**config.mk**
```make
export PLATFORM = sky130hd
export DESIGN_NAME = gpio_bank_regs
export DESIGN_NICKNAME = d
export VERILOG_FILES = /design/src/rtl/gpio_bank_pkg.sv /design/src/rtl/gpio_bank_decode.sv /design/src/rtl/gpio_bank_half.sv /design/src/rtl/gpio_bank_ctl_reg.sv /design/src/rtl/gpio_bank_regs.sv
export SDC_FILE = /design/constraint.sdc
export NUM_CORES = 1
export LEC_CHECK = 0
export ABC_AREA = 0
export BUFFER_PORTS_ARGS = -buffer_cell sky130_fd_sc_hd__buf_2
export CORE_MARGIN = 2
export CORE_UTILIZATION = 47
export CTS_CLUSTER_DIAMETER = 30
export DETAILED_ROUTE_END_ITERATION = 8
export GPL_TIMING_DRIVEN = 0
export MAX_ROUTING_LAYER = met4
export PLACE_DENSITY = 0.76
export SETUP_SLACK_MARGIN = 0.05
export SLEW_MARGIN = 20
export SYNTH_ARGS = -nofsm -noshare
export SYNTH_HDL_FRONTEND = slang
export SYNTH_SLANG_ARGS = --single-unit
```
**constraint.sdc**
```tcl
create_clock -name clk_i -period 0.9 [get_ports clk_i]
set_input_delay 0 -clock clk_i [delete_from_list [all_inputs] [get_ports clk_i]]
set_output_delay 0 -clock clk_i [all_outputs]
set_load 0.02 [all_outputs]
```
**src/rtl/gpio_bank_pkg.sv**
```systemverilog
package gpio_bank_pkg;
  localparam int unsigned DATA_W = 32;
  localparam int unsigned HALF_W = DATA_W / 2;

  typedef enum logic [2:0] {
    SEL_NONE, SEL_LO, SEL_HI, SEL_IN, SEL_DIR, SEL_OE
  } reg_sel_e;

  function automatic logic [DATA_W-1:0] impl_mask(int unsigned n);
    logic [DATA_W-1:0] m;
    for (int unsigned i = 0; i < DATA_W; i++) m[i] = (i < n);
    return m;
  endfunction
endpackage

```
**src/rtl/gpio_bank_decode.sv**
```systemverilog
module gpio_bank_decode
  import gpio_bank_pkg::*;
#(
  parameter int unsigned BANK   = 0,
  parameter int unsigned ADDR_W = 12
) (
  input  logic [ADDR_W-1:0] addr_i,
  output reg_sel_e          sel_o
);
  localparam logic [ADDR_W-1:0] OFS_LO  = ADDR_W'(8 * BANK);
  localparam logic [ADDR_W-1:0] OFS_HI  = ADDR_W'(8 * BANK + 4);
  localparam logic [ADDR_W-1:0] OFS_IN  = ADDR_W'(32'h60 + 4 * BANK);
  localparam logic [ADDR_W-1:0] OFS_DIR = ADDR_W'(32'h204 + 32'h40 * BANK);
  localparam logic [ADDR_W-1:0] OFS_OE  = ADDR_W'(32'h208 + 32'h40 * BANK);

  always_comb begin
    unique case (addr_i)
      OFS_LO:  sel_o = SEL_LO;
      OFS_HI:  sel_o = SEL_HI;
      OFS_IN:  sel_o = SEL_IN;
      OFS_DIR: sel_o = SEL_DIR;
      OFS_OE:  sel_o = SEL_OE;
      default: sel_o = SEL_NONE;
    endcase
  end
endmodule

```
**src/rtl/gpio_bank_half.sv**
```systemverilog
// One 16-pin half of the output data, written under a per-bit mask.
module gpio_bank_half
  import gpio_bank_pkg::*;
#(
  parameter int unsigned BASE     = 0,
  parameter int unsigned NUM_PINS = 32
) (
  input  logic              clk_i,
  input  logic              rst_ni,
  input  logic              wr_i,
  input  logic [DATA_W-1:0] wdata_i,
  output logic [HALF_W-1:0] q_o
);
  logic unused_wdata;
  assign unused_wdata = ^wdata_i;

  for (genvar i = 0; i < HALF_W; i++) begin : g_bit
    if (BASE + i < NUM_PINS) begin : g_impl
      always_ff @(posedge clk_i or negedge rst_ni) begin
        if (!rst_ni) q_o[i] <= 1'b0;
        else if (wr_i && !wdata_i[HALF_W+i]) q_o[i] <= wdata_i[i];
      end
    end else begin : g_tie
      assign q_o[i] = 1'b0;
    end
  end

  assert_hold_idle_R2: assert property (@(posedge clk_i) disable iff (!rst_ni)
    !wr_i |=> $stable(q_o));
  assert_full_mask_hold_R3: assert property (@(posedge clk_i) disable iff (!rst_ni)
    (wr_i && wdata_i[DATA_W-1:HALF_W] == '1) |=> $stable(q_o));
endmodule

```
**src/rtl/gpio_bank_ctl_reg.sv**
```systemverilog
module gpio_bank_ctl_reg
  import gpio_bank_pkg::*;
#(
  parameter int unsigned NUM_PINS = 32
) (
  input  logic              clk_i,
  input  logic              rst_ni,
  input  logic              wr_i,
  input  logic [DATA_W-1:0] wdata_i,
  output logic [DATA_W-1:0] q_o
);
  localparam logic [DATA_W-1:0] IMPL = impl_mask(NUM_PINS);

  always_ff @(posedge clk_i or negedge rst_ni) begin
    if (!rst_ni) q_o <= '0;
    else if (wr_i) q_o <= wdata_i & IMPL;
  end

  assert_ctl_hold_R6: assert property (@(posedge clk_i) disable iff (!rst_ni)
    !wr_i |=> $stable(q_o));
endmodule

```
**src/rtl/gpio_bank_regs.sv**
```systemverilog
module gpio_bank_regs
  import gpio_bank_pkg::*;
#(
  parameter int unsigned BANK     = 0,
  parameter int unsigned NUM_PINS = 32,
  parameter int unsigned ADDR_W   = 12
) (
  input  logic              clk_i,
  input  logic              rst_ni,
  input  logic              req_i,
  input  logic              we_i,
  input  logic [ADDR_W-1:0] addr_i,
  input  logic [31:0]       wdata_i,
  output logic [31:0]       rdata_o,
  input  logic [31:0]       pin_in_i,
  output logic [31:0]       pin_out_o,
  output logic [31:0]       pin_oe_o
);
  localparam logic [DATA_W-1:0] IMPL = impl_mask(NUM_PINS);

  reg_sel_e          sel;
  logic              wr_lo, wr_hi, wr_dir, wr_oe;
  logic [HALF_W-1:0] lo_q, hi_q;
  logic [DATA_W-1:0] dir_q, oe_q, rd_mux;

  gpio_bank_decode #(.BANK(BANK), .ADDR_W(ADDR_W)) u_decode (
    .addr_i(addr_i), .sel_o(sel)
  );

  assign wr_lo  = req_i && we_i && sel == SEL_LO;
  assign wr_hi  = req_i && we_i && sel == SEL_HI;
  assign wr_dir = req_i && we_i && sel == SEL_DIR;
  assign wr_oe  = req_i && we_i && sel == SEL_OE;

  gpio_bank_half #(.BASE(0), .NUM_PINS(NUM_PINS)) u_half_lo (
    .clk_i, .rst_ni, .wr_i(wr_lo), .wdata_i, .q_o(lo_q)
  );
  gpio_bank_half #(.BASE(HALF_W), .NUM_PINS(NUM_PINS)) u_half_hi (
    .clk_i, .rst_ni, .wr_i(wr_hi), .wdata_i, .q_o(hi_q)
  );
  gpio_bank_ctl_reg #(.NUM_PINS(NUM_PINS)) u_dir (
    .clk_i, .rst_ni, .wr_i(wr_dir), .wdata_i, .q_o(dir_q)
  );
  gpio_bank_ctl_reg #(.NUM_PINS(NUM_PINS)) u_oe (
    .clk_i, .rst_ni, .wr_i(wr_oe), .wdata_i, .q_o(oe_q)
  );

  assign pin_out_o = {hi_q, lo_q};
  assign pin_oe_o  = dir_q & oe_q;

  always_comb begin
    unique case (sel)
      SEL_LO:  rd_mux = {{HALF_W{1'b0}}, lo_q};
      SEL_HI:  rd_mux = {{HALF_W{1'b0}}, hi_q};
      SEL_IN:  rd_mux = pin_in_i & IMPL;
      SEL_DIR: rd_mux = dir_q;
      SEL_OE:  rd_mux = oe_q;
      default: rd_mux = '0;
    endcase
  end

  always_ff @(posedge clk_i or negedge rst_ni) begin
    if (!rst_ni) rdata_o <= '0;
    else if (req_i && !we_i) rdata_o <= rd_mux;
  end

  assert_half_upper_zero_R4: assert property (@(posedge clk_i) disable iff (!rst_ni)
    (req_i && !we_i && (sel == SEL_LO || sel == SEL_HI)) |=> rdata_o[31:16] == '0);
  assert_ignored_write_R10: assert property (@(posedge clk_i) disable iff (!rst_ni)
    (req_i && we_i && (sel == SEL_NONE || sel == SEL_IN))
      |=> ($stable(pin_out_o) && $stable(pin_oe_o)));
  assert_oe_needs_write_R8: assert property (@(posedge clk_i) disable iff (!rst_ni)
    !(req_i && we_i) |=> $stable(pin_oe_o));
  assert_unimpl_quiet_R9: assert property (@(posedge clk_i) disable iff (!rst_ni)
    ((pin_out_o | pin_oe_o | dir_q | oe_q) & ~IMPL) == '0);
endmodule

```
## After elaboration in Yosys (flattened, before gate mapping)

Index checks and enable logic that the tools add are counted.

- Bits in registers: 128
- Bits of input ports: 80
- Output and inout port bits: 96
- Word-level logic and storage cells: 103

- Equal/unequal tests: 9
- Multiplexer cells: 2
- Bitwise logic cells: 1
- Reduce and logical (&&, ||, !) cells: 56

Operators with widths:

| kind | number |
|---|---|
| $pmux W32 S5 | 1 |
| $logic_and A1 B1 Y1 | 38 |
| $and A32 B32 Y32 | 1 |
| $eq A12 B10 Y1 const B | 2 |
| $logic_not A1 Y1 | 17 |
| $pmux W3 S5 | 1 |
| $eq A12 B3 Y1 const B | 1 |
| $eq A12 B7 Y1 const B | 1 |
| $logic_not A12 Y1 | 1 |
| $eq A3 B2 Y1 const B | 2 |
| $eq A3 B3 Y1 const B | 2 |
| $eq A3 B1 Y1 const B | 1 |

## Depth between registers and ports, before layout

Gate-level depths: netlist of run 1.

- Depth after elaboration: 5
- Gate-level depth with buffers: 8

## Cells and area by module

Synthesis of run 1 repeated with hierarchy kept, for this count alone.

- Cell total of the unflattened synthesis: 477
- Area total of the unflattened synthesis: 6799.0 sq um

By module, submodules not included:

| module | times used | cells an instance | area each (sq um) | sequential area each (sq um) |
|---|---|---|---|---|
| gpio_bank_ctl_reg | 2 | 68 | 1345.0 | 800.8 |
| gpio_bank_regs | 1 | 228 | 2398.6 | 800.8 |
| gpio_bank_half | 2 | 49 | 804.5 | 400.4 |
| gpio_bank_decode | 1 | 15 | 101.3 | 0.0 |

## Worst setup path after synthesis of run 1

No wires, ideal clock.

- Path type: input port to flip-flop
- Start: input addr_i[4]
- End: register u_half_lo.q_o[10]
- Library setup time: 0.127 ns
- Arrival time: 2.179 ns
- Data required time: 0.773 ns
- Path slack: -1.407 ns
- Stages on the path: 8
- Cell sequence: or4_1 buf_2 or4_4 or3_1 buf_2 buf_6 nor2_2 mux2_1

- Word-level cells in the longest chain between the ends: 5

RTL lines:

| item | line | RTL |
|---|---|---|
| from (decl) | gpio_bank_regs.sv:12 | `input logic [ADDR_W-1:0] addr_i,` |
| $eq A12 B10 Y1 (tied with other cells) | gpio_bank_decode.sv:17 | `unique case (addr_i)` |
| $pmux W3 S5 (*) | gpio_bank_decode.sv:17 |  |
| $eq A3 B1 Y1 (*) | gpio_bank_regs.sv:30 | `assign wr_lo = req_i && we_i && sel == SEL_LO;` |
| $logic_and A1 B1 Y1 (*) | gpio_bank_regs.sv:30 |  |
| $logic_and A1 B1 Y1 (*) | gpio_bank_half.sv:21 | `else if (wr_i && !wdata_i[HALF_W+i]) q_o[i] <= wdata_i[i];` |
| to (signal, indexed assignment) | gpio_bank_half.sv:21 |  |
| to (decl) | gpio_bank_half.sv:12 | `output logic [HALF_W-1:0] q_o` |

Every way passes the cells marked *; elsewhere a longest branch is shown, timed or not.
A chain may end at the register's enable or synchronous reset.

## Worst setup path after layout of run 1

- Start: input addr_i[8]
- End: register u_half_lo.q_o[12]

The elaborated chain is that of the path after synthesis.

==> metrics.md, run 1 <==
| Metric | Value |
|---|---|
| Status | finished, violations left |
| Failing checks | hold timing, setup timing |
| Number of synthesized flops with an enable pin | 0 |
| Yosys top cell area share | 52.4% |
| Final wirelength | 35.0 mm |
| Synthesis Warnings | 0 |
| Highest metal used | met4 |
| Post-Synth Adder-Cell Area | 0% |
| Mux contribution to synthesized area | 23.9% |
| P&R area growth vs syn | 90.1% |
| Register area share after synthesis | 52.4% |
| Worst hold path class | input port to asynchronous set/reset pin |
| Vias in the first global route | 7419 |
| Avg Inst Size Synth | 11.7 um2 |
| Die height | 118 um |
| Max Root-Sink Buffers | 2 |
| DRC viols | 0 |
| Hold Fails Final Rpt | 98 |
| Core area | 0.0127 mm2 |
| Synth Area in XOR/XNOR | 0.286% |
| Max transition margin | 28.8% |
| Met1 WL | 11.2 mm |
| Total track usage | 43.2% |
| Met2 Wirelength | 15.8 mm |
| Endpoints failing setup | 224 |
| Post-Synth Simple-Gate Area | 11.8% |
| Max IR drop VDD | 1.62 mV |
| First-pass DRT Iterations | 6 |
| P per Cell Area | 1270 mW/mm2 |
| Die footprint | 0.0139 mm2 |
| Routed vias/inst | 6.64 |
| Startpoint types | input port |
| Synth async-reset ratio | 100% |
| Min Hold Slack | -0.483 ns |
| Dpl hpwl | 13.2 mm |
| Hold buffer count at cts | 53 |
| TritonCTS sink count | 128 |
| RSZ-0062 raised after global routing | yes |
| H-tree depth | 4 |
| Wire per inst | 31.3 um |
| Worst slew pin tran | 1.07 ns |
| Final core occ | 91.8% |
| Via Count | 7412 |
| ANT nets after route | 0 |
| Yosys reg bits | 128 |
| Final Critical Period | 2.07 ns |
| Die X | 118 um |
| FP Rows | 41 |
| Max-cap viol count | 0 |
| Cells after Synth | 524 |
| Yosys cell types | 37 |
| WP data arrival | 2.40 ns |
| Worst setup margin | -1.17 ns |
| IO Pins | 176 |
| Final nets | 1009 |
| Leak | 5.82 nW |
| Initial antenna violation count | 2 |
| Cell area after synthesis | 0.00612 mm2 |
| Clock skew | 0.00917 ns |
| Largest family of logic cells by synthesized area | multiplexers |
| FILL cells | 404 |
| Clock root buffer | clkbuf_16 |
| Share of cells above drive strength 1 | 63.8% |
| Global-route wire length before repair | 43.7 mm |
| RD Place Congestion | 0.859 |
| Net count after synthesis | 604 |
| Top cells by area, synth | dfrtp_1, mux2_2, mux2i_1 |
| Cell taking the most area after synthesis | dfrtp_1 |
| Final Cycle Share | 230% |
| Port Buffers | 174 |
| Req. time, crit path | 1.23 ns |
| CTS clock-pin slew for the worst setup and hold paths | 0.06 ns |
| TritonCTS clock tree | yes |
| Setup CP Type | input port to flip-flop |
| Worst Path Max Fanout | 8 |
| Initial Util | 48.3% |
| Num CTS Buffers | 17 |
| Skew-Pair Late Insertion Delay | 0.45 ns |
| Max Fclk | 483 MHz |
| DR iter-0 viols | 1008 |
| Final slew viol count | 0 |
| Met3 WL | 4.32 mm |
| Post-synthesis compound-gate area fraction | 9.41% |
| Total global routing overflow | 0 |
| Prevailing post-synth register cell | dfrtp_1 |
| CP endpoint kind | flip-flop |
| Largest net degree at the start of global routing | 71 |
==> cell families after synthesis <==
| logic type | after synthesis |
|---|---|
| multiplexers | 134 |
| AND/OR/NAND/NOR | 132 |
| flip-flops | 128 |
| AO/OA/AOI/OAI | 95 |
| buffers and inverters | 33 |
| XOR/XNOR | 2 |
==> placed cells by master, fill, tap and decap left out, types with 8 or more instances in the layout <==
cell type      synthesis  routed
o21ai_1                0      19
buf_6                  1     113
and3_1                16      16
o21ai_0               42      16
a22oi_1               20      20
clkbuf_1              23      10
buf_8                  0       8
mux2i_1               38      21
and2_4                 0      32
mux2i_4                0      10
nor2_4                 0      32
a21oi_1               22      22
buf_4                  0     130
mux2_4                 0      64
dfrtp_1              128     126
nand3_1               10      10
buf_12                 0      11
clkbuf_16              0      27
dlygate4sd3_1          0      53
buf_2                  6      74
mux2_2                86      32
==> state kept, by name, indices dropped and copies added, names as in the netlist <==
signal / cells
u_half_hi.q_o: 16
rdata_o: 32
u_oe.q_o: 32
u_dir.q_o: 32
u_half_lo.q_o: 16
==> power by group <==
part	switching, mW	total, mW	internal (mW)
combinational	0.766	1.29	0.522
clock	2.93	7.71	4.78
sequential	0.0336	5.82	5.79
==> metal layers <==
| layer | vias up | global-route usage (%) |
|---|---|---|
| met5 | - | - |
| met4 | 0 | 29.1 |
| met3 | 350 | 10.9 |
| met2 | 803 | 68.9 |
| met1 | 3538 | 47.6 |
| li1 | 2721 | - |
==> final cells by class <==
type                       instances  area (um2)  area share, %
buffer                            30         383           3.29
timing repair buffer             388        3540           30.4
multi-input combinational        364        3640           31.3
sequential                       128        3210           27.6
antenna                            3        7.51         0.0646
tap                              172         215           1.85
clock buffer                      19         453           3.90
clock inverter                    13         185           1.59
==> stage by stage <==
stage / cells / area, um2 / total power, mW / setup WS (ns) / setup TNS [ns]
after floorplan: 524 / 6240 / 6.15 / -1.40 / -120.71
after global placement: 870 / 7320 / 6.61 / -2.10 / -409.00
after detailed placement: 871 / 7360 / 6.65 / -1.70 / -180.23
after CTS: 1069 / 10900 / 14.3 / -1.08 / -130.43
after global routing: 1117 / 11600 / 15.0 / -1.16 / -137.09
final: 1117 / 11600 / 14.8 / -1.17 / -134.84
==> critical path: stages <==
cell    delay (ns)
buf_6         0.10
or4_4         0.55
or4_4         0.55
or3_4         0.44
buf_12        0.17
buf_16        0.16
nor2_4        0.12
mux2_4        0.30
==> cells in the mapped netlist, types with 2 or more instances <==
cell type	instances
o21ai_0	42
nor3_1	2
nand3_1	10
a22oi_1	20
buf_1	3
buf_2	6
or3_1	2
nand2_1	16
mux2i_1	38
or4_1	3
nor4b_1	2
dfrtp_1	128
and3_1	16
nor2_2	10
mux2_2	86
nand2b_1	2
nor2_1	28
nor2b_1	2
and2_1	33
a21oi_1	22
o221a_2	6
mux2_1	10
clkbuf_1	23
==> timing repair <==
item                                   CTS  global route
pin swaps                               25            45
endpoints found under the hold margin  174            58
resized for setup                      419            94
setup endpoints to repair              224           224
buffers inserted                       102            50
cloned                                  12             3
==> path summary, 6_finish.rpt <==
| path | startpoint | endpoint | slack, ns | depth (start not counted) |
|---|---|---|---|---|
| max in group asynchronous | rst_ni | u_half_lo.q_o[6]$_DFFE_PN0P_ | 0.62 | 2 |
| worst min register to register | rdata_o[19]$_DFFE_PN0P_ | rdata_o[19]$_DFFE_PN0P_ | 0.53 | 2 |
| worst min-delay path | rst_ni | u_oe.q_o[11]$_DFFE_PN0P_ | -0.48 | 1 |
| worst max-delay path | addr_i[8] | u_half_lo.q_o[12]$_DFFE_PN0P_ | -1.17 | 8 |
| worst max register to register | u_half_lo.q_o[14]$_DFFE_PN0P_ | rdata_o[14]$_DFFE_PN0P_ | -0.59 | 4 |
| min in group clk_i | wdata_i[24] | u_half_hi.q_o[8]$_DFFE_PN0P_ | 0.03 | 3 |
Note: power is estimated with default switching activity, not from simulation.
==> run 2: changes to the inputs <==
--- a/config.mk
+++ b/config.mk
@@ -8,14 +8,15 @@
 export ABC_AREA = 0
 export BUFFER_PORTS_ARGS = -buffer_cell sky130_fd_sc_hd__buf_2
 export CORE_MARGIN = 2
-export CORE_UTILIZATION = 47
+export CORE_UTILIZATION = 48
 export CTS_CLUSTER_DIAMETER = 30
 export DETAILED_ROUTE_END_ITERATION = 8
 export GPL_TIMING_DRIVEN = 0
 export MAX_ROUTING_LAYER = met4
-export PLACE_DENSITY = 0.76
+export PLACE_DENSITY_LB_ADDON = 0.2
 export SETUP_SLACK_MARGIN = 0.05
 export SLEW_MARGIN = 20
 export SYNTH_ARGS = -nofsm -noshare
 export SYNTH_HDL_FRONTEND = slang
+export SYNTH_HIERARCHICAL = 1
 export SYNTH_SLANG_ARGS = --single-unit
==> run 2 against run 1 <==
The flow finishes with violations (setup timing). Worst setup slack better by 0.32 ns. Power down 7.4%. Core utilization decreased by 3.6 points. Clock-buffer cell count increased by 1. Combinational power down 28%. Clock skew grew 0.0054 ns. Die area grew 8.5%. Largest cell class unchanged.
==> metrics.md, run 2 <==
| Metric | Value |
|---|---|
| Cells after Synth | 477 |
| Port Buffers | 175 |
| DR iter-0 viols | 460 |
| Final core occ | 88.1% |
| Number of synthesized flops with an enable pin | 0 |
| Placed cell count | 833 |
| Failing checks | setup timing |
| Antenna Cells | 0 |
| Share of cells above drive strength 1 | 68.9% |
| Max Fclk | 571 MHz |
| CP endpoint kind | flip-flop |
| Dpl hpwl | 12.7 mm |
| Avg Inst Size Synth | 14.3 um2 |
| Initial Util | 49.0% |
| Met3 WL | 2.06 mm |
| Post-route cell area | 0.0122 mm2 |
| DRC viols | 0 |
| Startpoint types | input port |
| Core area | 0.0139 mm2 |
| Via Count | 6442 |
| Die footprint | 0.0151 mm2 |
| Leak | 5.64 nW |
| Met2 Wirelength | 14.7 mm |
| Synthesis Warnings | 6 |
| H-tree depth | 4 |
| RD Place Congestion | 0.784 |
| Skew-Pair Late Insertion Delay | 0.44 ns |
| Setup CP Type | input port to flip-flop |
| Routed vias/inst | 5.81 |
| Yosys reg bits | 128 |
| Synth async-reset ratio | 100% |
| Yosys top cell area share | 47.1% |
| Worst hold path class | input port to asynchronous set/reset pin |
| Most frequent cells in the layout | buf_4, buf_6, dfrtp_1 |
| Net count after synthesis | 557 |
| ANT nets after route | 0 |
| RSZ-0062 raised after global routing | yes |
| Status | finished, violations left |
| Placed Area | 0.00804 mm2 |
| IO Pins | 176 |
| Worst slew pin tran | 0.758 ns |
| CTS clock-pin slew for the worst setup and hold paths | 0.07 ns |
| Commonest non-fill, non-tap cell in the layout | buf_4 |
| Clock skew | 0.0146 ns |
| Max Root-Sink Buffers | 2 |
| Fin cells | 1108 |
| Setup slack after placement | -1.98 ns |
| Worst setup margin | -0.851 ns |
| Num CTS Buffers | 17 |
| Total global routing overflow | 0 |
| Largest registers | rdata_o: 32 flops, u_dir/q_o: 32 flops, u_oe/q_o: 32 flops |
| Total track usage | 36.1% |
| TritonCTS sink count | 128 |
| Highest metal used | met4 |
| Worst Path Max Fanout | 5 |
| Final slew viol count | 0 |
| Wire per inst | 26.4 um |
| Max transition margin | 49.5% |
| Top cells by area, synth | dfrtp_1, mux2_4, mux2i_1 |
| Final wirelength | 29.3 mm |
| Largest net degree at the start of global routing | 92 |
| Max IR drop VDD | 1.04 mV |
| Final nets | 995 |
| Final Critical Period | 1.75 ns |
| P per Cell Area | 1120 mW/mm2 |
| First-pass DRT Iterations | 7 |
| Cell area after synthesis | 0.00680 mm2 |
| TritonCTS clock tree | yes |
| Max-cap viol count | 0 |
| Initial antenna violation count | 0 |
| Clock root buffer | clkbuf_16 |
| Register area share after synthesis | 47.1% |
| Endpoints failing setup | 224 |
| P&R area growth vs syn | 79.9% |
| Prevailing post-synth register cell | dfrtp_1 |
| Yosys cell types | 35 |
| Hold Fails Final Rpt | 0 |
| Most common cell in the netlist | dfrtp_1 |
| Cell taking the most area after synthesis | dfrtp_1 |
| FP Rows | 43 |
| Global-route wire length before repair | 38.7 mm |
| Req. time, crit path | 1.21 ns |
| Vias in the first global route | 6724 |
| Die height | 123 um |
| Die X | 123 um |
| WP data arrival | 2.06 ns |
| Met1 WL | 10.9 mm |
| Final Cycle Share | 195% |
| Top cells by count, synth | dfrtp_1, mux2_4, mux2i_1 |
==> run 2: path summary, 6_finish.rpt <==
check	from	endpoint	slack, ns	cells past startpoint
min in group clk_i	wdata_i[25]	u_half_hi/q_o[9]$_DFFE_PN0P_	0.04	3
min reg2reg	rdata_o[13]$_DFFE_PN0P_	rdata_o[13]$_DFFE_PN0P_	0.52	2
min	rst_ni	rdata_o[22]$_DFFE_PN0P_	0.04	2
max reg2reg	u_dir/q_o[24]$_DFFE_PN0P_	rdata_o[24]$_DFFE_PN0P_	-0.34	4
max in group asynchronous	rst_ni	u_dir/q_o[19]$_DFFE_PN0P_	0.24	3
max	addr_i[11]	u_half_lo/q_o[15]$_DFFE_PN0P_	-0.85	12
==> run 2: logic make-up after synthesis <==
family / Yosys count / synth area share, %
AO/OA/AOI/OAI: 68 / 9.62
buffers and inverters: 32 / 4.29
multiplexers: 144 / 27.4
flip-flops: 128 / 47.1
AND/OR/NAND/NOR: 103 / 11.3
XOR/XNOR: 2 / 0.258
==> run 2: metal layers <==
layer	up-vias	GRT usage, %
met5	-	-
met4	0	15.8
met3	131	10.1
met2	396	59.5
met1	3281	41.1
li1	2634	-
==> run 2: critical path, cell delays in order <==
cell and delay (ns):
buf_6 0.09, nor4_4 0.28, nand2_2 0.15, nor3_4 0.22, buf_6 0.14, buf_12 0.10, nand3_4 0.07, nor3_4 0.21
buf_12 0.17, buf_8 0.14, nor2b_4 0.17, mux2_4 0.31
==> run 2: per-stage QoR <==
| stage | power, mW | hold WS (ns) | setup TNS, ns |
|---|---|---|---|
| after floorplan | 5.98 | -0.296 | -126.33 |
| after global placement | 6.41 | 0.276 | -422.11 |
| after detailed placement | 6.45 | -0.104 | -192.90 |
| after CTS | 13.6 | 0.0198 | -104.69 |
| after global routing | 14.1 | 0.0287 | -107.64 |
| final | 13.7 | 0.0413 | -103.17 |
==> run 2: final cells by class <==
cell class                      count  area, um2
Tap cell                          180        225
Fill cell                         548       1650
Sequential cell                   128       3200
Clock buffer                       20        437
Timing Repair Buffer              420       3840
Clock inverter                     12        143
Multi-Input combinational cell    317       3900
Buffer                             31        487
==> run 2: power breakdown <==
group | leakage (nW) | switching [mW] | internal (mW)
sequential | 1.79 | 0.00890 | 5.77
clock | 0.279 | 2.70 | 4.32
combinational | 3.57 | 0.503 | 0.432
==> run 2: timing repair <==
item	CTS	global route
endpoints found under the hold margin	256	0
hold buffers	66	0
endpoints found under the setup margin	224	315
buffers inserted	145	22
pin swaps	43	27
resized for setup	343	50
gates cloned	10	5
==> run 3: changes to the inputs <==
--- a/config.mk
+++ b/config.mk
@@ -6,7 +6,7 @@
 export NUM_CORES = 1
 export LEC_CHECK = 0
 export ABC_AREA = 0
-export BUFFER_PORTS_ARGS = -buffer_cell sky130_fd_sc_hd__buf_2
+export BUFFER_PORTS_ARGS = -buffer_cell sky130_fd_sc_hd__buf_4
 export CORE_MARGIN = 2
 export CORE_UTILIZATION = 48
 export CTS_CLUSTER_DIAMETER = 30
==> run 3 against run 2 <==
The run ends with hold timing, setup timing left. Register-to-register slack worse by 0.09 ns. First-iteration DRC count up 23%. Critical path depth down 1. Core utilization up 1.8 points. Power up 5.9%. Non-clock buffer count down 11. Maximum frequency down 5.2%. Clock skew down 0.0041 ns. Global-route usage about the same. Clock-buffer cell count unchanged. Cell area up 2.0%. Wire length up 6.8%. Largest power group unchanged.
==> metrics.md, run 3 (synthesis results as in run 2) <==
| Metric | Value |
|---|---|
| FILL cells | 479 |
| TritonCTS clock tree | yes |
| Max IR drop VDD | 1.82 mV |
| Sum Neg Setup Slack | -116.94 ns |
| RD Place Congestion | 0.790 |
| IO Pins | 176 |
| Vias in the first global route | 6512 |
| Initial Util | 49.0% |
| H-tree depth | 4 |
| Clock root buffer | clkbuf_16 |
| Die height | 123 um |
| DRC viols | 0 |
| FF+latch area | 0.00320 mm2 |
| Final wirelength | 31.3 mm |
| RSZ-0062 raised after global routing | yes |
| First-pass DRT Iterations | 5 |
| WP data arrival | 2.16 ns |
| ANT nets after route | 0 |
| Min Hold Slack | -0.379 ns |
| Max Fclk | 541 MHz |
| Global-route wire length before repair | 38.8 mm |
| Largest registers | rdata_o: 32 flops, u_dir/q_o: 32 flops, u_oe/q_o: 32 flops |
| Startpoint types | input port |
| Leak | 5.71 nW |
| Total track usage | 36.1% |
| Routed vias/inst | 5.94 |
| FP Rows | 43 |
| Setup CP Type | input port to flip-flop |
| Clock skew | 0.0104 ns |
| Largest net degree at the start of global routing | 76 |
| P per Cell Area | 1170 mW/mm2 |
| Final Critical Period | 1.85 ns |
| Die X | 123 um |
| Max Root-Sink Buffers | 2 |
| Dpl hpwl | 13.1 mm |
| Max transition margin | 47.8% |
| Core area | 0.0139 mm2 |
| Final nets | 984 |
| Wire per inst | 28.5 um |
| DR iter-0 viols | 565 |
| Skew-Pair Late Insertion Delay | 0.43 ns |
| Worst setup margin | -0.948 ns |
| Port Buffers | 175 |
| Max-cap viol count | 0 |
| Final slew viol count | 0 |
| Req. time, crit path | 1.21 ns |
| Status | finished, violations left |
| CTS clock-pin slew for the worst setup and hold paths | 0.06 ns |
| Via Count | 6516 |
| Final Cycle Share | 205% |
| Endpoints failing setup | 224 |
| Commonest non-fill, non-tap cell in the layout | buf_4 |
| Worst hold path class | input port to asynchronous set/reset pin |
| Initial antenna violation count | 0 |
| Share of cells above drive strength 1 | 68.6% |
| Worst Path Max Fanout | 6 |
| TritonCTS sink count | 128 |
| Worst slew pin tran | 0.783 ns |
| Num CTS Buffers | 17 |
| Area of the multi-input gates | 0.00402 mm2 |
| Hold Fails Final Rpt | 74 |
| CP endpoint kind | flip-flop |
| Most frequent cells in the layout | buf_4, dfrtp_1, buf_6 |
| Antenna Cells | 0 |
| P&R area growth vs syn | 83.5% |
| Die footprint | 0.0151 mm2 |
| Failing checks | hold timing, setup timing |
| Total global routing overflow | 0 |
==> run 3: cell type report <==
class                           instances  share of cell area, %
Buffer                                 30                   3.79
Timing Repair Buffer                  410                   31.4
Tap cell                              180                   1.81
Sequential cell                       128                   25.7
Multi-Input combinational cell        317                   32.2
Clock buffer                           20                   3.58
Clock inverter                         12                   1.51
==> run 3: per-layer routing <==
| layer | up-vias | part of all wire, % | GRT usage (%) |
|---|---|---|---|
| met5 | - | 0 | - |
| met4 | 0 | 5.6 | 14.9 |
| met3 | 141 | 8.0 | 8.49 |
| met2 | 456 | 50 | 58.5 |
| met1 | 3307 | 36 | 43.4 |
| li1 | 2612 | - | - |
==> run 3: where the power goes <==
group | total, mW | internal [mW] | leakage, nW | switching (mW)
Combinational | 1.04 | 0.509 | 3.60 | 0.526
Sequential | 5.78 | 5.77 | 1.79 | 0.00995
Clock | 7.72 | 4.96 | 0.317 | 2.76
==> run 3: worst max-delay path: stages <==
cell and delay [ns]:
buf_6 0.09, nor4_4 0.27, nand2_2 0.15, nor4_4 0.38, buf_6 0.17, buf_12 0.10
nor4b_4 0.19, buf_6 0.18, clkbuf_16 0.15, nor2b_4 0.15, mux2_4 0.30
==> run 3: per-stage QoR <==
step           cells  setup slack, ns  total power, mW  util (%)  area [um2]
2_1_floorplan    477            -1.21             5.98         -        6900
3_3_place_gp     832            -1.92             6.51      60.8        8440
3_5_place_dp     833            -1.97             6.55      61.0        8470
4_1_cts         1066           -0.831             14.3      85.6       11900
5_1_grt         1097           -0.978             14.9      89.9       12500
6_report        1097           -0.948             14.5      89.9       12500
==> run 3: what timing repair did <==
action                                  4_1_cts  5_1_grt
gates resized for setup                     241       53
gates cloned                                  9        5
hold endpoints to repair                    202       75
pin swaps                                    29       39
setup buffers                               128       31
endpoints found under the setup margin      224      224
hold buffers                                 64        1
==> run 3: path summary, 6_finish.rpt <==
| path | slack (ns) | from | cells past startpoint | endpoint |
|---|---|---|---|---|
| setup / recovery | -0.95 | addr_i[11] | 11 | u_half_hi/q_o[5]$_DFFE_PN0P_ |
| hold / removal | -0.38 | rst_ni | 1 | rdata_o[16]$_DFFE_PN0P_ |
| setup reg to reg | -0.43 | u_dir/q_o[26]$_DFFE_PN0P_ | 4 | rdata_o[26]$_DFFE_PN0P_ |
| hold reg to reg | 0.54 | rdata_o[4]$_DFFE_PN0P_ | 2 | rdata_o[4]$_DFFE_PN0P_ |
| max in group asynchronous | 0.54 | rst_ni | 2 | rdata_o[6]$_DFFE_PN0P_ |
| min in group clk_i | 0.13 | req_i | 4 | rdata_o[18]$_DFFE_PN0P_ |
